$ cat config.mk
export PLATFORM = sky130hd
export DESIGN_NAME = ptw_walker
export DESIGN_NICKNAME = d
export VERILOG_FILES = /design/src/rtl/ptw_walker.sv
export SDC_FILE = /design/constraint.sdc
export NUM_CORES = 1
export LEC_CHECK = 0
export ABC_AREA = 1
export BUFFER_PORTS_ARGS = -buffer_cell sky130_fd_sc_hd__buf_4
export CAP_MARGIN = 5
export CORE_MARGIN = 2
export CORE_UTILIZATION = 55
export CTS_BUF_LIST = sky130_fd_sc_hd__clkbuf_16
export DETAILED_ROUTE_END_ITERATION = 7
export PLACE_DENSITY_LB_ADDON = 0.08
export SETUP_SLACK_MARGIN = 0.3
export SYNTH_ARGS = -nofsm -noshare
export SYNTH_HDL_FRONTEND = slang
export SYNTH_SLANG_ARGS = --single-unit
$ cat constraint.sdc
create_clock -name clk -period 4.8 [get_ports clk]
set_input_delay 0.96 -clock clk [delete_from_list [all_inputs] [get_ports clk]]
set_output_delay 0.96 -clock clk [all_outputs]
set_load 0.01 [all_outputs]
$ cat src/rtl/ptw_walker.sv
module ptw_walker #(
  parameter int VA_W    = 32,
  parameter int PG_W    = 12,
  parameter int L2_W    = 10,
  parameter int REF_BIT = 3
) (
  input  logic            clk,
  input  logic            rst_n,
  input  logic            miss_valid,
  input  logic [VA_W-1:0] miss_vaddr,
  input  logic [VA_W-1:0] miss_base,
  output logic            busy,
  output logic            mem_req,
  output logic [VA_W-1:0] mem_addr,
  input  logic            mem_rvalid,
  input  logic [VA_W-1:0] mem_rdata,
  output logic            resp_valid,
  output logic            resp_fault,
  output logic            resp_fault_lvl,
  output logic [VA_W-1:0] resp_pte,
  output logic [VA_W-1:0] resp_paddr
);
  localparam int L1_W = VA_W - PG_W - L2_W;
  localparam int Z1_W = VA_W - L1_W - 2;
  localparam int Z2_W = VA_W - L2_W - 2;

  typedef enum logic [1:0] {S_IDLE, S_DIR, S_LEAF, S_RESP} st_t;
  st_t st;

  logic [VA_W-1:0] va_q, base_q, tbl_q;

  wire [VA_W-1:0] dir_addr  = base_q + {{Z1_W{1'b0}}, va_q[VA_W-1 -: L1_W], 2'b00};
  wire [VA_W-1:0] leaf_addr = tbl_q  + {{Z2_W{1'b0}}, va_q[PG_W +: L2_W], 2'b00};

  assign busy       = (st != S_IDLE);
  assign mem_req    = (st == S_DIR) || (st == S_LEAF);
  assign mem_addr   = (st == S_LEAF) ? leaf_addr : dir_addr;
  assign resp_valid = (st == S_RESP);

  always_ff @(posedge clk) begin
    if (!rst_n) begin
      st             <= S_IDLE;
      va_q           <= '0;
      base_q         <= '0;
      tbl_q          <= '0;
      resp_fault     <= 1'b0;
      resp_fault_lvl <= 1'b0;
      resp_pte       <= '0;
      resp_paddr     <= '0;
    end else begin
      case (st)
        S_IDLE: if (miss_valid) begin
          va_q   <= miss_vaddr;
          base_q <= miss_base;
          st     <= S_DIR;
        end
        S_DIR: if (mem_rvalid) begin
          if (mem_rdata[0]) begin
            tbl_q <= {mem_rdata[VA_W-1:PG_W], {PG_W{1'b0}}};
            st    <= S_LEAF;
          end else begin
            resp_fault     <= 1'b1;
            resp_fault_lvl <= 1'b0;
            resp_pte       <= '0;
            resp_paddr     <= '0;
            st             <= S_RESP;
          end
        end
        S_LEAF: if (mem_rvalid) begin
          resp_fault_lvl <= 1'b1;
          if (mem_rdata[0]) begin
            resp_fault          <= 1'b0;
            resp_pte            <= mem_rdata;
            resp_pte[REF_BIT]   <= 1'b1;
            resp_paddr          <= {mem_rdata[VA_W-1:PG_W], va_q[PG_W-1:0]};
          end else begin
            resp_fault <= 1'b1;
            resp_pte   <= '0;
            resp_paddr <= '0;
          end
          st <= S_RESP;
        end
        default: st <= S_IDLE;
      endcase
    end
  end

  assert_first_addr_R2: assert property (@(posedge clk) disable iff (!rst_n)
    (miss_valid && !busy) |=> mem_req &&
      mem_addr == $past(miss_base) + {{Z1_W{1'b0}}, $past(miss_vaddr[VA_W-1 -: L1_W]), 2'b00});

  assert_hold_req_R4: assert property (@(posedge clk) disable iff (!rst_n)
    (mem_req && !mem_rvalid) |=> mem_req && $stable(mem_addr));

  assert_dir_fault_R6: assert property (@(posedge clk) disable iff (!rst_n)
    (st == S_DIR && mem_rvalid && !mem_rdata[0]) |=> resp_valid && resp_fault && !resp_fault_lvl);

  assert_fault_clear_R7: assert property (@(posedge clk) disable iff (!rst_n)
    (resp_valid && resp_fault) |-> resp_pte == '0 && resp_paddr == '0);

  assert_fill_ref_R8: assert property (@(posedge clk) disable iff (!rst_n)
    (resp_valid && !resp_fault) |-> resp_pte[REF_BIT] && resp_pte[0]);

  assert_one_resp_R9: assert property (@(posedge clk) disable iff (!rst_n)
    resp_valid |=> !resp_valid && !busy);
endmodule

==> results_tabular.tex, run 1 <==
\begin{tabular}{lr}
\hline
Metric & Value \\
\hline
\multicolumn{2}{l}{\textbf{Outcome}} \\
Status & complete, no violations \\
\multicolumn{2}{l}{\textbf{Cells and area}} \\
Leading cell type in the layout, fill and taps excluded & sky130\_fd\_sc\_hd\_\_nand2\_1 \\
Number of inserted diodes & 0 \\
Fill cell count & 967 \\
Final nets & 1223 \\
Layout overhead on the synthesized area & 30.3\% \\
Fraction of final layout cells sized beyond drive strength 1 & 23.2\% \\
Commonest cells after routing, fill and taps aside & sky130\_fd\_sc\_hd\_\_nand2\_1 (240), sky130\_fd\_sc\_hd\_\_buf\_4 (203), sky130\_fd\_sc\_hd\_\_dfxtp\_1 (131), sky130\_fd\_sc\_hd\_\_nor2\_1 (124), sky130\_fd\_sc\_hd\_\_o21ai\_0 (98) \\
\multicolumn{2}{l}{\textbf{Timing}} \\
Pins over their slew limit & 0 \\
Achievable Freq & around 250 MHz \\
Total Neg Setup Slack & 0 ns \\
Worst-case hold slack & 0.448 ns \\
Actual slew at the worst max-slew pin & 0.984 ns \\
Final-report hold violation count & 0 \\
Max transition margin & 34.0\% \\
Setup Skew & 0.00634 ns \\
Setup repair after global routing missed its margin & false \\
Final critical-path required period & 3.96 ns \\
Final critical-path share of the clock period & 82.5\% \\
Final number of setup-violating endpoints & 0 \\
\multicolumn{2}{l}{\textbf{Worst setup path}} \\
Required arrival time at the worst endpoint & between 3 and 4 ns \\
Cell type group with the largest total delay on the critical path & buffers and inverters \\
Highest net fanout along the worst path & 36 \\
Buffering stage count on the worst path with inverters included & 4 \\
Launching instance or port of the critical path & st[0]\$\_SDFFE\_PN0P\_ \\
Type of origin of the critical path & flip-flop \\
Kind of end point of the critical path & output pin \\
Worst EP arrival & 3.00 ns \\
Critical path's slowest cell & sky130\_fd\_sc\_hd\_\_clkinv\_1 \\
Worst Path Class, Setup & reg2out \\
Origin of the critical flop-to-flop path & st[0]\$\_SDFFE\_PN0P\_ \\
Crit path top cell by count & sky130\_fd\_sc\_hd\_\_buf\_4 \\
CP peak stage delay & 0.87 ns \\
Cell chain of the critical path & inv\_1 -> ha\_1 -> buf\_4 -> clkinv\_1 -> nand3\_1 -> o21ai\_0 -> buf\_4 \\
\multicolumn{2}{l}{\textbf{GRT}} \\
Number of global-route vias before repair & 6015 \\
Initial antenna violation count & 0 \\
Largest net degree at the start of global routing & 87 \\
Global-route wire length before repair & 28.3 mm \\
Global-route congestion overflow total & 0 \\
Global-route usage over all layers & 27.8\% \\
\multicolumn{2}{l}{\textbf{Die}} \\
Placeable core region & 0.0114 mm² \\
Number of rows in the core area & 39 \\
Die width & 112 µm \\
DIE HEIGHT & 112 µm \\
Die area & 0.0125 mm² \\
I/O pin count & 201 \\
Initial cell density of the core & about 56\% \\
\multicolumn{2}{l}{\textbf{Drt}} \\
Via total after detailed routing & $\sim$6.4k \\
Remaining design rule violation count & 0 \\
Detailed Route Iter0 Violations & 357 \\
First-pass detailed-route iteration total & 5 \\
Post-DR wirelength/cell & between 10 and 15 µm \\
Number of routed nets with antenna violations & 0 \\
Vias per cell & 5.09 \\
Routed Wire Length & 17.2 mm \\
\multicolumn{2}{l}{\textbf{Synthesis}} \\
Mapped Area & approximately 0.0064 mm² \\
Sequential area share after synthesis & 41.0\% \\
Syn nets & 1066 \\
Distinct cell type count after synthesis & 31 \\
Ys flop type & sky130\_fd\_sc\_hd\_\_dfxtp\_1 \\
EDFF count, synth & 0 \\
Synthesized flop and latch total & 131 \\
Mapped Cells & 950 \\
Yosys warning count & 0 \\
Per-instance average area after synthesis & 6.72 µm² \\
Share of synthesized flip-flops with an asynchronous set or reset & 0\% \\
\multicolumn{2}{l}{\textbf{Pwr}} \\
Worst IR Drop VDD & between 0.3 and 0.4 mV \\
Overall power consumption & slightly above 4 mW \\
Sw Pwr & 1.47 mW \\
Share of power burned in registers & 35.1\% \\
Leakage power of the design & 3.85 nW \\
Power per standard cell area & 487 mW/mm² \\
Portion of total power attributed to the clock network & $\sim$31\% \\
Share of total power consumed by net switching & $\sim$36\% \\
P\_int & 2.58 mW \\
Part of the total power dissipated in combinational logic & 34.2\% \\
\multicolumn{2}{l}{\textbf{Clock tree}} \\
Maximum buffer depth of the clock tree & 2 \\
H-tree level count & 4 \\
TritonCTS clock tree & built \\
Number of buffers added to fix hold violations after cts & 0 \\
TritonCTS sink count & 131 \\
Clock-pin slew reported for the worst setup and hold paths after clock tree synthesis & 0.06 ns \\
Count of buffers added by post-CTS timing repair for setup & 0 \\
Number of gates resized after CTS & 0 \\
Cts bufs inserted & 17 \\
Root Driver & sky130\_fd\_sc\_hd\_\_clkbuf\_16 \\
Clock insertion delay at the later pin of the skew report & 0.42 ns \\
\multicolumn{2}{l}{\textbf{Hold path}} \\
Tightest Hold Check Type & reg2reg \\
HP Start & tbl\_q[31]\$\_SDFFE\_PN0P\_ \\
\multicolumn{2}{l}{\textbf{Placement}} \\
Post-DP HPWL & 12.0 mm \\
Final weighted congestion of routability-driven global placement & 0.948 \\
Port buffer count & 199 \\
\multicolumn{2}{l}{\textbf{Run}} \\
Count of max-cap constraint violations & 0 \\
\hline
\end{tabular}
[power by group through the flow]
stage / Combinational (mW) / Clock [mW] / Sequential [mW]
3_3_place_gp: 1.36 / 0 / 1.43
3_5_place_dp: 1.38 / 0 / 1.44
2_1_floorplan: 0.885 / 0 / 1.41
6_report: 1.39 / 1.24 / 1.42
4_1_cts: 1.39 / 1.26 / 1.42
5_1_grt: 1.56 / 1.32 / 1.45
[worst register-to-register path: cells and delay by family, from the launching register on]
| family | cells | cell delay, ns |
|---|---|---|
| buffers and inverters | 3 | 1.30 |
| AOI/OAI and AO/OA | 1 | 0.10 |
| adders and majority gates | 1 | 0.16 |
| and+or+nand+nor | 3 | 1.20 |
| DFF | 1 | 0.34 |
[state kept, by name, summed over array words and instances, names as in the netlist]
register,count
base_q,32
va_q,32
resp_pte,31
tbl_q,20
resp_paddr,12
st,2
resp_fault,1
resp_fault_lvl,1
[worst paths after layout]
kind	end	slack (ns)	depth (start not counted)
worst max-delay path	mem_addr[17]	0.84	7
worst min-delay path	tbl_q[31]$_SDFFE_PN0P_	0.45	2
worst max register to register	resp_pte[26]$_SDFFE_PN0P_	1.54	8
worst min register to register	tbl_q[31]$_SDFFE_PN0P_	0.45	2
[final cells by class]
cell class,instances,area [µm²],area share (%)
multi-input combinational,669,3110,37.4
sequential,131,2620,31.5
timing repair buffer,203,1520,18.3
clock buffer,17,425,5.11
inverter,85,319,3.83
tap,143,179,2.15
clock inverter,15,144,1.73
[synth_stat cells (all sizes together) (2+ instances only)]
cell | n | area share, %
nor3 | 7 | 0.63
nand3b | 3 | 0.35
buf | 36 | 3.6
inv | 84 | 4.9
a21oi | 88 | 7.0
ha | 15 | 2.9
dfxtp | 131 | 41
clkbuf | 29 | 1.7
xnor2 | 2 | 0.27
nand3 | 58 | 4.8
nand4 | 3 | 0.29
nand2 | 247 | 15
and2 | 3 | 0.29
nor2 | 132 | 8.1
o21ai | 100 | 7.8
or2 | 8 | 0.78
[per-stage QoR]
| stage | setup WS (ns) | utilization [%] | cells | instance area (µm²) |
|---|---|---|---|---|
| final | 0.839 | 73.2 | 1263 | 8320 |
| after global routing | 0.540 | 73.2 | 1263 | 8320 |
| after CTS | 0.800 | 73.2 | 1263 | 8320 |
| after detailed placement | 1.26 | 68.2 | 1231 | 7750 |
| after global placement | 1.27 | 68.2 | 1231 | 7750 |
| after floorplan | 2.04 | - | 950 | 6390 |
[layer usage]
layer	share of wire (%)	global-route usage, %
met5	0	0
met1	43	33.9
met3	8.0	9.80
met2	47	45.5
met4	2.3	10.1
[cells by family after synthesis]
group,synth area share [%]
and+or+nand+nor,30.0
AOI/OAI and AO/OA,15.1
buffers and inverters,10.3
DFF,41.0
adders and majority gates,3.25
xor gates and xnor gates,0.274
No activity file was read; power rests on OpenSTA's default activity.
==> run 2: changes to the inputs <==
- CORE_UTILIZATION: 55 -> 51
- clock period: 4.8 -> 3.65 ns (I/O delays scaled with it)
==> run 2 against run 1 <==
Clock-buffer cell count did not move; sequential power is 32% higher; worst setup slack lost 0.40 ns; critical path depth is 2 higher; wire length increased by 3.5%; global-route usage is 1.2 points lower; largest power group unchanged; combinational power is 34% higher; final cell count up 2.0%; clock power rose by 30%; core utilization is 4.2 points lower; clock skew is 0.0013 ns lower.
==> results_tabular.tex, run 2 (synthesized netlist as in run 1, its figures left out) <==
\begin{tabular}{lr}
\hline
Metric & Value \\
\hline
\multicolumn{2}{l}{\textbf{Cells and area}} \\
Layout overhead on the synthesized area & 30.9\% (was 30.3\%) \\
Final nets & 1224 (was 1223) \\
Biggest regs & base\_q (32), va\_q (32), resp\_pte (31) (unchanged) \\
Commonest cells after routing, fill and taps aside & sky130\_fd\_sc\_hd\_\_nand2\_1 (240), sky130\_fd\_sc\_hd\_\_buf\_4 (204), sky130\_fd\_sc\_hd\_\_dfxtp\_1 (131), sky130\_fd\_sc\_hd\_\_nor2\_1 (124), sky130\_fd\_sc\_hd\_\_o21ai\_0 (98) (was sky130\_fd\_sc\_hd\_\_nand2\_1 (240), sky130\_fd\_sc\_hd\_\_buf\_4 (203), sky130\_fd\_sc\_hd\_\_dfxtp\_1 (131), sky130\_fd\_sc\_hd\_\_nor2\_1 (124), sky130\_fd\_sc\_hd\_\_o21ai\_0 (98)) \\
Number of inserted diodes & 0 (unchanged) \\
Fill cell count & 1165 (was 967) \\
Post-route cell area & 0.00836 mm² (was 0.00832 mm²) \\
Fraction of final layout cells sized beyond drive strength 1 & 23.5\% (was 23.2\%) \\
Leading cell type in the layout, fill and taps excluded & sky130\_fd\_sc\_hd\_\_nand2\_1 (unchanged) \\
\multicolumn{2}{l}{\textbf{Timing}} \\
Final number of setup-violating endpoints & 0 (unchanged) \\
Achievable Freq & 312 MHz \\
Final critical-path share of the clock period & between 80\% and 90\% \\
Pins over their slew limit & 0 (unchanged) \\
Final critical-path required period & 3.21 ns \\
Max transition margin & 20.9\% (was 34.0\%) \\
Final-report hold violation count & 0 (unchanged) \\
Actual slew at the worst max-slew pin & 1.18 ns (was 0.984 ns) \\
Setup Skew & 0.00500 ns (was 0.00634 ns) \\
Setup repair after global routing missed its margin & false (unchanged) \\
Total Neg Setup Slack & 0 ns (unchanged) \\
\multicolumn{2}{l}{\textbf{Worst setup path}} \\
Origin of the critical flop-to-flop path & st[0]\$\_SDFFE\_PN0P\_ (unchanged) \\
Crit path top cell by count & sky130\_fd\_sc\_hd\_\_nand2\_1 (was sky130\_fd\_sc\_hd\_\_buf\_4) \\
Worst Path Class, Setup & reg2out (unchanged) \\
Cell chain of the critical path & ha\_1 -> fa\_2 -> nand3\_1 -> nand3\_2 -> nand2\_1 -> nand2\_1 -> o21ai\_0 -> nand2\_1 -> buf\_4 (was inv\_1 -> ha\_1 -> buf\_4 -> clkinv\_1 -> nand3\_1 -> o21ai\_0 -> buf\_4) \\
Worst R2R Path Depth & 7 (was 8) \\
Worst EP arrival & 2.48 ns (was 3.00 ns) \\
Type of origin of the critical path & flip-flop (unchanged) \\
Kind of end point of the critical path & output pin (unchanged) \\
Capture instance of the worst register-to-register path & resp\_pte[29]\$\_SDFFE\_PN0P\_ (was resp\_pte[26]\$\_SDFFE\_PN0P\_) \\
Highest net fanout along the worst path & 4 (was 36) \\
Critical path's slowest cell & sky130\_fd\_sc\_hd\_\_fa\_2 (was sky130\_fd\_sc\_hd\_\_clkinv\_1) \\
CP peak stage delay & 0.39 ns (was 0.87 ns) \\
Required arrival time at the worst endpoint & 2.92 ns (was 3.84 ns) \\
Worst setup slack for register-to-register paths & 1.33 ns (was 1.54 ns) \\
Worst setup path endpoint & mem\_addr[10] (was mem\_addr[17]) \\
Launching instance or port of the critical path & va\_q[22]\$\_SDFFE\_PN0P\_ (was st[0]\$\_SDFFE\_PN0P\_) \\
\multicolumn{2}{l}{\textbf{Clock tree}} \\
Clock insertion delay at the later pin of the skew report & 0.43 ns (was 0.42 ns) \\
TritonCTS sink count & 131 (unchanged) \\
H-tree level count & 4 (unchanged) \\
TritonCTS clock tree & built (unchanged) \\
Maximum buffer depth of the clock tree & 2 (unchanged) \\
Clock-pin slew reported for the worst setup and hold paths after clock tree synthesis & 0.06 ns (about the same) \\
Root Driver & sky130\_fd\_sc\_hd\_\_clkbuf\_16 (unchanged) \\
Number of buffers added to fix hold violations after cts & 0 (unchanged) \\
Cts bufs inserted & 17 (unchanged) \\
Count of buffers added by post-CTS timing repair for setup & 0 (unchanged) \\
\multicolumn{2}{l}{\textbf{Drt}} \\
Routed Wire Length & 17.8 mm (was 17.2 mm) \\
Remaining design rule violation count & 0 (unchanged) \\
Number of routed nets with antenna violations & 0 (unchanged) \\
First-pass detailed-route iteration total & 6 (was 5) \\
Vias per cell & 4.99 (was 5.09) \\
Via total after detailed routing & 6432 (was 6434) \\
Detailed Route Iter0 Violations & 475 (was 357) \\
Post-DR wirelength/cell & 13.8 µm (was 13.6 µm) \\
\multicolumn{2}{l}{\textbf{Pwr}} \\
Share of power burned in registers & 35.1\% (about the same) \\
Leakage power of the design & 3.86 nW (was 3.85 nW) \\
Sw Pwr & 1.95 mW (was 1.47 mW) \\
Part of the total power dissipated in combinational logic & 34.8\% (was 34.2\%) \\
Power per standard cell area & 638 mW/mm² (was 487 mW/mm²) \\
Portion of total power attributed to the clock network & 30.1\% (was 30.7\%) \\
Share of total power consumed by net switching & 36.5\% (was 36.2\%) \\
P\_int & 3.39 mW (was 2.58 mW) \\
Worst IR Drop VDD & 0.578 mV (was 0.374 mV) \\
\multicolumn{2}{l}{\textbf{Die}} \\
Placeable core region & 0.0121 mm² (was 0.0114 mm²) \\
DIE HEIGHT & 116 µm (was 112 µm) \\
Initial cell density of the core & 52.7\% (was 56.2\%) \\
Number of rows in the core area & 40 (was 39) \\
Die area & 0.0134 mm² (was 0.0125 mm²) \\
Die width & 116 µm (was 112 µm) \\
I/O pin count & 201 (unchanged) \\
\multicolumn{2}{l}{\textbf{GRT}} \\
Met2 capacity usage during global routing & 41.6\% (was 45.5\%) \\
Layer with the highest usage & met2 (unchanged) \\
Global-route wire length before repair & 27.8 mm (was 28.3 mm) \\
Met1 Usage GRT & 33.6\% (was 33.9\%) \\
Number of global-route vias before repair & 5709 (was 6015) \\
Met3 usage in global routing & 9.47\% (was 9.80\%) \\
Global-route congestion overflow total & 0 (unchanged) \\
Largest net degree at the start of global routing & 51 (was 87) \\
Global-route usage over all layers & 26.6\% (was 27.8\%) \\
Initial antenna violation count & 0 (unchanged) \\
\multicolumn{2}{l}{\textbf{Placement}} \\
Post-detailed-placement cell area & 0.00779 mm² (was 0.00775 mm²) \\
Final weighted congestion of routability-driven global placement & 0.938 (was 0.948) \\
Post-DP HPWL & 12.6 mm (was 12.0 mm) \\
Port buffer count & 199 (unchanged) \\
\multicolumn{2}{l}{\textbf{Outcome}} \\
Status & complete, no violations (unchanged) \\
\multicolumn{2}{l}{\textbf{Hold path}} \\
Tightest Hold Check Type & reg2reg (unchanged) \\
\multicolumn{2}{l}{\textbf{Run}} \\
Count of max-cap constraint violations & 0 (unchanged) \\
\hline
\end{tabular}
## run 2: worst min-delay path by stage
stage / startpoint / end / depth (start not counted)
6_report: tbl_q[28]$_SDFFE_PN0P_ / tbl_q[28]$_SDFFE_PN0P_ / 2
3_3_place_gp: tbl_q[28]$_SDFFE_PN0P_ / tbl_q[28]$_SDFFE_PN0P_ / 2
2_1_floorplan: tbl_q[31]$_SDFFE_PN0P_ / tbl_q[31]$_SDFFE_PN0P_ / 2
5_1_grt: tbl_q[28]$_SDFFE_PN0P_ / tbl_q[28]$_SDFFE_PN0P_ / 2
4_1_cts: tbl_q[28]$_SDFFE_PN0P_ / tbl_q[28]$_SDFFE_PN0P_ / 2
3_5_place_dp: tbl_q[28]$_SDFFE_PN0P_ / tbl_q[28]$_SDFFE_PN0P_ / 2
## run 2: power by group through the flow
stage,combinational [mW],clock [mW],sequential (mW)
after floorplan,1.16,0,1.86
after global placement,1.82,0,1.89
after detailed placement,1.83,0,1.90
after CTS,1.86,1.62,1.87
after global routing,2.08,1.68,1.91
final,1.86,1.61,1.87
## run 2: critical path, delay by kind of cell, from the launching register on
| kind | cells | cell delay, ns |
|---|---|---|
| buf+inv | 1 | 0.17 |
| compound gates | 1 | 0.32 |
| fa+ha+maj | 2 | 0.65 |
| flops | 1 | 0.31 |
| simple gates | 5 | 0.59 |
## run 2: layout make-up
type	count	area [µm²]	share of cell area [%]
multi-input combinational	669	3130	37.4
clock inverter	14	124	1.48
timing repair buffer	204	1530	18.3
clock buffer	17	425	5.09
tap	168	210	2.51
inverter	85	320	3.83
sequential	131	2620	31.4
## run 2: stage by stage
| stage | util (%) | power, mW | hold WS, ns | cells | setup slack [ns] |
|---|---|---|---|---|---|
| global placement | 64.3 | 3.72 | 0.433 | 1257 | 0.746 |
| global route | 69.0 | 5.67 | 0.458 | 1288 | 0.312 |
| floorplan | - | 3.02 | 0.423 | 950 | 1.12 |
| finish | 69.0 | 5.34 | 0.444 | 1288 | 0.440 |
| CTS | 68.9 | 5.35 | 0.445 | 1288 | 0.375 |
| detailed placement | 64.3 | 3.73 | 0.437 | 1257 | 0.726 |
## run 2: repair_timing
action / CTS / global route
pin swaps: 0 / 0
endpoints found under the hold margin: 0 / 0
gates resized for setup: 2 / 3
setup endpoints to repair: 3 / 6
## run 2: layer usage
metal	vias up	routed length, µm
met1	2865	7910
met5	-	0
met4	0	436
met3	40	1480
li1	3327	-
met2	200	8010
==> run 3: changes to the inputs <==
- ABC_AREA: 1 -> not set
- CORE_ASPECT_RATIO: not set -> 1.1
- CORE_UTILIZATION: 51 -> 52
- PLACE_DENSITY: not set -> 0.89
- PLACE_DENSITY_LB_ADDON: 0.08 -> not set
==> run 3 against run 2 <==
Sequential cell count unchanged; combinational power is essentially flat; wire length rose by 3.4%; core utilization rose by 3.5 points; design area increased by 4.4%; critical path depth shrank 1; clock skew increased by 0.0014 ns; critical endpoint is now mem_addr[21].
==> results_tabular.tex, run 3 <==
\begin{tabular}{lr}
\hline
Metric & Value \\
\hline
\multicolumn{2}{l}{\textbf{Cells and area}} \\
Leading cell type in the layout, fill and taps excluded & sky130\_fd\_sc\_hd\_\_buf\_4 (was sky130\_fd\_sc\_hd\_\_nand2\_1) \\
Final standard cell count with taps included and fillers excluded & 1115 (was 1288) \\
Biggest regs & base\_q (32), va\_q (32), resp\_pte (31) (unchanged) \\
Number of inserted diodes & 0 (unchanged) \\
Final nets & 1065 (was 1224) \\
Commonest cells after routing, fill and taps aside & sky130\_fd\_sc\_hd\_\_buf\_4 (223), sky130\_fd\_sc\_hd\_\_nand2\_1 (192), sky130\_fd\_sc\_hd\_\_dfxtp\_1 (119), sky130\_fd\_sc\_hd\_\_a21boi\_0 (86), sky130\_fd\_sc\_hd\_\_nor2b\_1 (50) (was sky130\_fd\_sc\_hd\_\_nand2\_1 (240), sky130\_fd\_sc\_hd\_\_buf\_4 (204), sky130\_fd\_sc\_hd\_\_dfxtp\_1 (131), sky130\_fd\_sc\_hd\_\_nor2\_1 (124), sky130\_fd\_sc\_hd\_\_o21ai\_0 (98)) \\
Fraction of final layout cells sized beyond drive strength 1 & 31.3\% (was 23.5\%) \\
Layout overhead on the synthesized area & 36.3\% (was 30.9\%) \\
\multicolumn{2}{l}{\textbf{GRT}} \\
Met2 capacity usage during global routing & 45.3\% (was 41.6\%) \\
Initial antenna violation count & 0 (unchanged) \\
Global-route wire length before repair & 28.8 mm (was 27.8 mm) \\
Global-route congestion overflow total & 0 (unchanged) \\
Largest net degree at the start of global routing & 132 (was 51) \\
Met1 Usage GRT & 35.2\% (was 33.6\%) \\
Global-route usage over all layers & 28.0\% (was 26.6\%) \\
Met3 usage in global routing & 6.63\% (was 9.47\%) \\
Number of global-route vias before repair & 5860 (was 5709) \\
Layer with the highest usage & met2 (unchanged) \\
\multicolumn{2}{l}{\textbf{Worst setup path}} \\
Cell chain of the critical path & ha\_4 -> o211ai\_1 -> o21bai\_1 -> o211ai\_1 -> buf\_2 -> or4\_1 -> a31oi\_2 -> buf\_4 (was ha\_1 -> fa\_2 -> nand3\_1 -> nand3\_2 -> nand2\_1 -> nand2\_1 -> o21ai\_0 -> nand2\_1 -> buf\_4) \\
Capture instance of the worst register-to-register path & resp\_pte[24]\$\_SDFFE\_PN0P\_ (was resp\_pte[29]\$\_SDFFE\_PN0P\_) \\
Required arrival time at the worst endpoint & 2.92 ns (about the same) \\
CP peak stage delay & 0.49 ns (was 0.39 ns) \\
Worst R2R Path Depth & 7 (unchanged) \\
Critical path's slowest cell & sky130\_fd\_sc\_hd\_\_or4\_1 (was sky130\_fd\_sc\_hd\_\_fa\_2) \\
Type of origin of the critical path & flip-flop (unchanged) \\
Worst setup slack for register-to-register paths & 1.49 ns (was 1.33 ns) \\
Crit path top cell by count & sky130\_fd\_sc\_hd\_\_o211ai\_1 (was sky130\_fd\_sc\_hd\_\_nand2\_1) \\
Origin of the critical flop-to-flop path & st[0]\$\_SDFFE\_PN0P\_ (unchanged) \\
Kind of end point of the critical path & output pin (unchanged) \\
Highest net fanout along the worst path & 7 (was 4) \\
Launching instance or port of the critical path & va\_q[30]\$\_SDFFE\_PN0P\_ (was va\_q[22]\$\_SDFFE\_PN0P\_) \\
Worst EP arrival & 2.63 ns (was 2.48 ns) \\
Worst Path Class, Setup & reg2out (unchanged) \\
\multicolumn{2}{l}{\textbf{Synthesis}} \\
Mapped Area & 0.00640 mm² (was 0.00639 mm²) \\
Syn nets & 892 (was 1066) \\
EDFF count, synth & 0 (unchanged) \\
Multiplexer fraction of the synthesized cell area & 1.13\% (was 0\%) \\
Post-synthesis share of cell area spent on xor and xnor gates & 1.09\% (was 0.274\%) \\
Sequential area share after synthesis & 40.9\% (was 41.0\%) \\
List of most frequent post-synthesis cells & sky130\_fd\_sc\_hd\_\_nand2\_1 (193), sky130\_fd\_sc\_hd\_\_dfxtp\_1 (131), sky130\_fd\_sc\_hd\_\_a21boi\_0 (86) (was sky130\_fd\_sc\_hd\_\_nand2\_1 (241), sky130\_fd\_sc\_hd\_\_dfxtp\_1 (131), sky130\_fd\_sc\_hd\_\_nor2\_1 (124)) \\
Simple-gate area share of the yosys netlist & 22.8\% (was 30.0\%) \\
Top-count cell post-synth & sky130\_fd\_sc\_hd\_\_nand2\_1 (unchanged) \\
Ys flop type & sky130\_fd\_sc\_hd\_\_dfxtp\_1 (unchanged) \\
Share of synthesized flip-flops with an asynchronous set or reset & 0\% (unchanged) \\
Synthesized flop and latch total & 131 (unchanged) \\
Area share of the largest cell type after synthesis & 40.9\% (was 41.0\%) \\
Distinct cell type count after synthesis & 61 (was 31) \\
Mapped Cells & 776 (was 950) \\
Cell types occupying the most area after synthesis & sky130\_fd\_sc\_hd\_\_dfxtp\_1 (41\%), sky130\_fd\_sc\_hd\_\_nand2\_1 (11\%), sky130\_fd\_sc\_hd\_\_a21boi\_0 (10\%) (was sky130\_fd\_sc\_hd\_\_dfxtp\_1 (41\%), sky130\_fd\_sc\_hd\_\_nand2\_1 (14\%), sky130\_fd\_sc\_hd\_\_o21ai\_0 (7.7\%)) \\
Area fraction in compound gates after synthesis & 23.5\% (was 15.1\%) \\
Main combinational cell family by area after synthesis & compound AO/OA/AOI/OAI gates (was simple AND/OR/NAND/NOR gates) \\
Arithmetic-cell share of the synthesized area counting full adders, half adders and majority gates & 3.24\% (was 3.25\%) \\
Yosys warning count & 0 (unchanged) \\
Synth area leader & sky130\_fd\_sc\_hd\_\_dfxtp\_1 (unchanged) \\
Per-instance average area after synthesis & 8.25 µm² (was 6.72 µm²) \\
\multicolumn{2}{l}{\textbf{Timing}} \\
Achievable Freq & 298 MHz (was 312 MHz) \\
Setup Skew & 0.00640 ns (was 0.00500 ns) \\
Final number of setup-violating endpoints & 0 (unchanged) \\
Final critical-path share of the clock period & 92.0\% (was 88.0\%) \\
Max transition margin & 31.4\% (was 20.9\%) \\
Total Neg Setup Slack & 0 ns (unchanged) \\
Pins over their slew limit & 0 (unchanged) \\
Post-route worst setup slack & 0.292 ns (was 0.440 ns) \\
Final critical-path required period & 3.36 ns (was 3.21 ns) \\
Final-report hold violation count & 0 (unchanged) \\
Actual slew at the worst max-slew pin & 1.03 ns (was 1.18 ns) \\
Setup repair after global routing missed its margin & true (was false) \\
\multicolumn{2}{l}{\textbf{Drt}} \\
Routed Wire Length & 18.5 mm (was 17.8 mm) \\
Detailed Route Iter0 Violations & 441 (was 475) \\
Via total after detailed routing & 6194 (was 6432) \\
Vias per cell & 5.56 (was 4.99) \\
Remaining design rule violation count & 0 (unchanged) \\
Post-DR wirelength/cell & 16.5 µm (was 13.8 µm) \\
Number of routed nets with antenna violations & 0 (unchanged) \\
First-pass detailed-route iteration total & 8 (was 6) \\
\multicolumn{2}{l}{\textbf{Outcome}} \\
Status & complete, no violations (unchanged) \\
\multicolumn{2}{l}{\textbf{Clock tree}} \\
Maximum buffer depth of the clock tree & 2 (unchanged) \\
Clock-pin slew reported for the worst setup and hold paths after clock tree synthesis & 0.06 ns (about the same) \\
TritonCTS clock tree & built (unchanged) \\
Root Driver & sky130\_fd\_sc\_hd\_\_clkbuf\_16 (unchanged) \\
Clock insertion delay at the later pin of the skew report & 0.42 ns (was 0.43 ns) \\
Cts bufs inserted & 17 (unchanged) \\
H-tree level count & 4 (unchanged) \\
TritonCTS sink count & 131 (unchanged) \\
Number of buffers added to fix hold violations after cts & 0 (unchanged) \\
\multicolumn{2}{l}{\textbf{Run}} \\
Count of max-cap constraint violations & 0 (unchanged) \\
\multicolumn{2}{l}{\textbf{Placement}} \\
Final weighted congestion of routability-driven global placement & 0.866 (was 0.938) \\
Port buffer count & 199 (unchanged) \\
Setup WS pre-CTS & 0.407 ns (was 0.726 ns) \\
Post-DP HPWL & 12.4 mm (was 12.6 mm) \\
Number of placed instances with taps included & 1069 (was 1257) \\
\multicolumn{2}{l}{\textbf{Pwr}} \\
Power per standard cell area & 608 mW/mm² (was 638 mW/mm²) \\
Leakage power of the design & 3.55 nW (was 3.86 nW) \\
Worst IR Drop VDD & 0.377 mV (was 0.578 mV) \\
\multicolumn{2}{l}{\textbf{Hold path}} \\
HP Start & va\_q[12]\$\_SDFFE\_PN0P\_ (was tbl\_q[28]\$\_SDFFE\_PN0P\_) \\
Worst Hold End & va\_q[12]\$\_SDFFE\_PN0P\_ (was tbl\_q[28]\$\_SDFFE\_PN0P\_) \\
Hold path cells & 2 (unchanged) \\
Tightest Hold Check Type & reg2reg (unchanged) \\
\multicolumn{2}{l}{\textbf{Die}} \\
Die width & 110 µm (was 116 µm) \\
DIE HEIGHT & 120 µm (was 116 µm) \\
Die area & 0.0132 mm² (was 0.0134 mm²) \\
Placeable core region & 0.0120 mm² (was 0.0121 mm²) \\
Initial cell density of the core & 53.2\% (was 52.7\%) \\
I/O pin count & 201 (unchanged) \\
Number of rows in the core area & 42 (was 40) \\
\hline
\end{tabular}
[run 3: cell count changes in the layout (fill, tap and decap cells not counted), moves of 48 or more]
cell / previous run / this run
sky130_fd_sc_hd__nand2_1: 240 / 192
sky130_fd_sc_hd__nor2b_1: 0 / 50
sky130_fd_sc_hd__a21oi_1: 87 / 8
sky130_fd_sc_hd__a21boi_0: 0 / 86
sky130_fd_sc_hd__o21ai_0: 98 / 12
sky130_fd_sc_hd__inv_1: 82 / 16
sky130_fd_sc_hd__nor2_1: 124 / 21
[run 3: cell families (layout without fill, tap and decap cells)]
logic type      count (synthesis)  after routing
compound gates                208            209
xor+xnor                        8              8
fa+ha+maj                      16             16
buf+inv                        90            274
flops                         131            131
mux                             7              7
simple gates                  316            316
[run 3: worst max-delay path by stage]
stage                         to  cells past startpoint  slack, ns
CTS                 mem_addr[24]                      9       0.28
global route        mem_addr[21]                      8       0.15
floorplan           mem_addr[20]                      8       0.50
finish              mem_addr[21]                      8       0.29
global placement    mem_addr[24]                      7       0.44
detailed placement  mem_addr[24]                      7       0.41
[run 3: where the power goes]
part / total (mW) / internal [mW] / leakage [nW] / switching (mW)
Sequential: 1.81 / 1.63 / 1.07 / 0.178
Combinational: 1.87 / 0.818 / 2.22 / 1.05
Clock: 1.63 / 0.993 / 0.258 / 0.638
[run 3: cell type report]
type	instances	area (µm²)
fill	889	3310
tap	154	193
clock inverter	14	140
inverter	17	63.8
timing repair buffer	226	1700
multi-input combinational	556	3560
clock buffer	17	425
sequential	131	2640
[run 3: critical path: cells and delay by family (launching register included)]
family          cells  cell delay, ns
buf+inv             2            0.35
flops               1            0.33
simple gates        1            0.49
fa+ha+maj           1            0.31
compound gates      4            0.72
[run 3: layer usage]
layer  vias to the layer above  share of wire, %
met5                         -                 0
met4                         0               3.5
met3                        52               7.1
met2                       266                48
met1                      2868                41
li1                       3008                 -
[run 3: timing repair]
item | CTS | global route
pin swaps | 13 | 12
cloned | 2 | 0
resized for setup | 34 | 18
endpoints found under the setup margin | 20 | 21
buffers inserted | 8 | 5
[run 3: metrics by stage]
step                      power, mW  utilization [%]  cell area [µm²]  hold slack [ns]
after floorplan                2.81                -             6400            0.438
after global placement         3.52             64.9             7810            0.450
after detailed placement       3.55             64.9             7810            0.456
after CTS                      5.26             71.5             8600            0.466
after global routing           5.59             72.5             8730            0.483
final                          5.31             72.5             8730            0.465
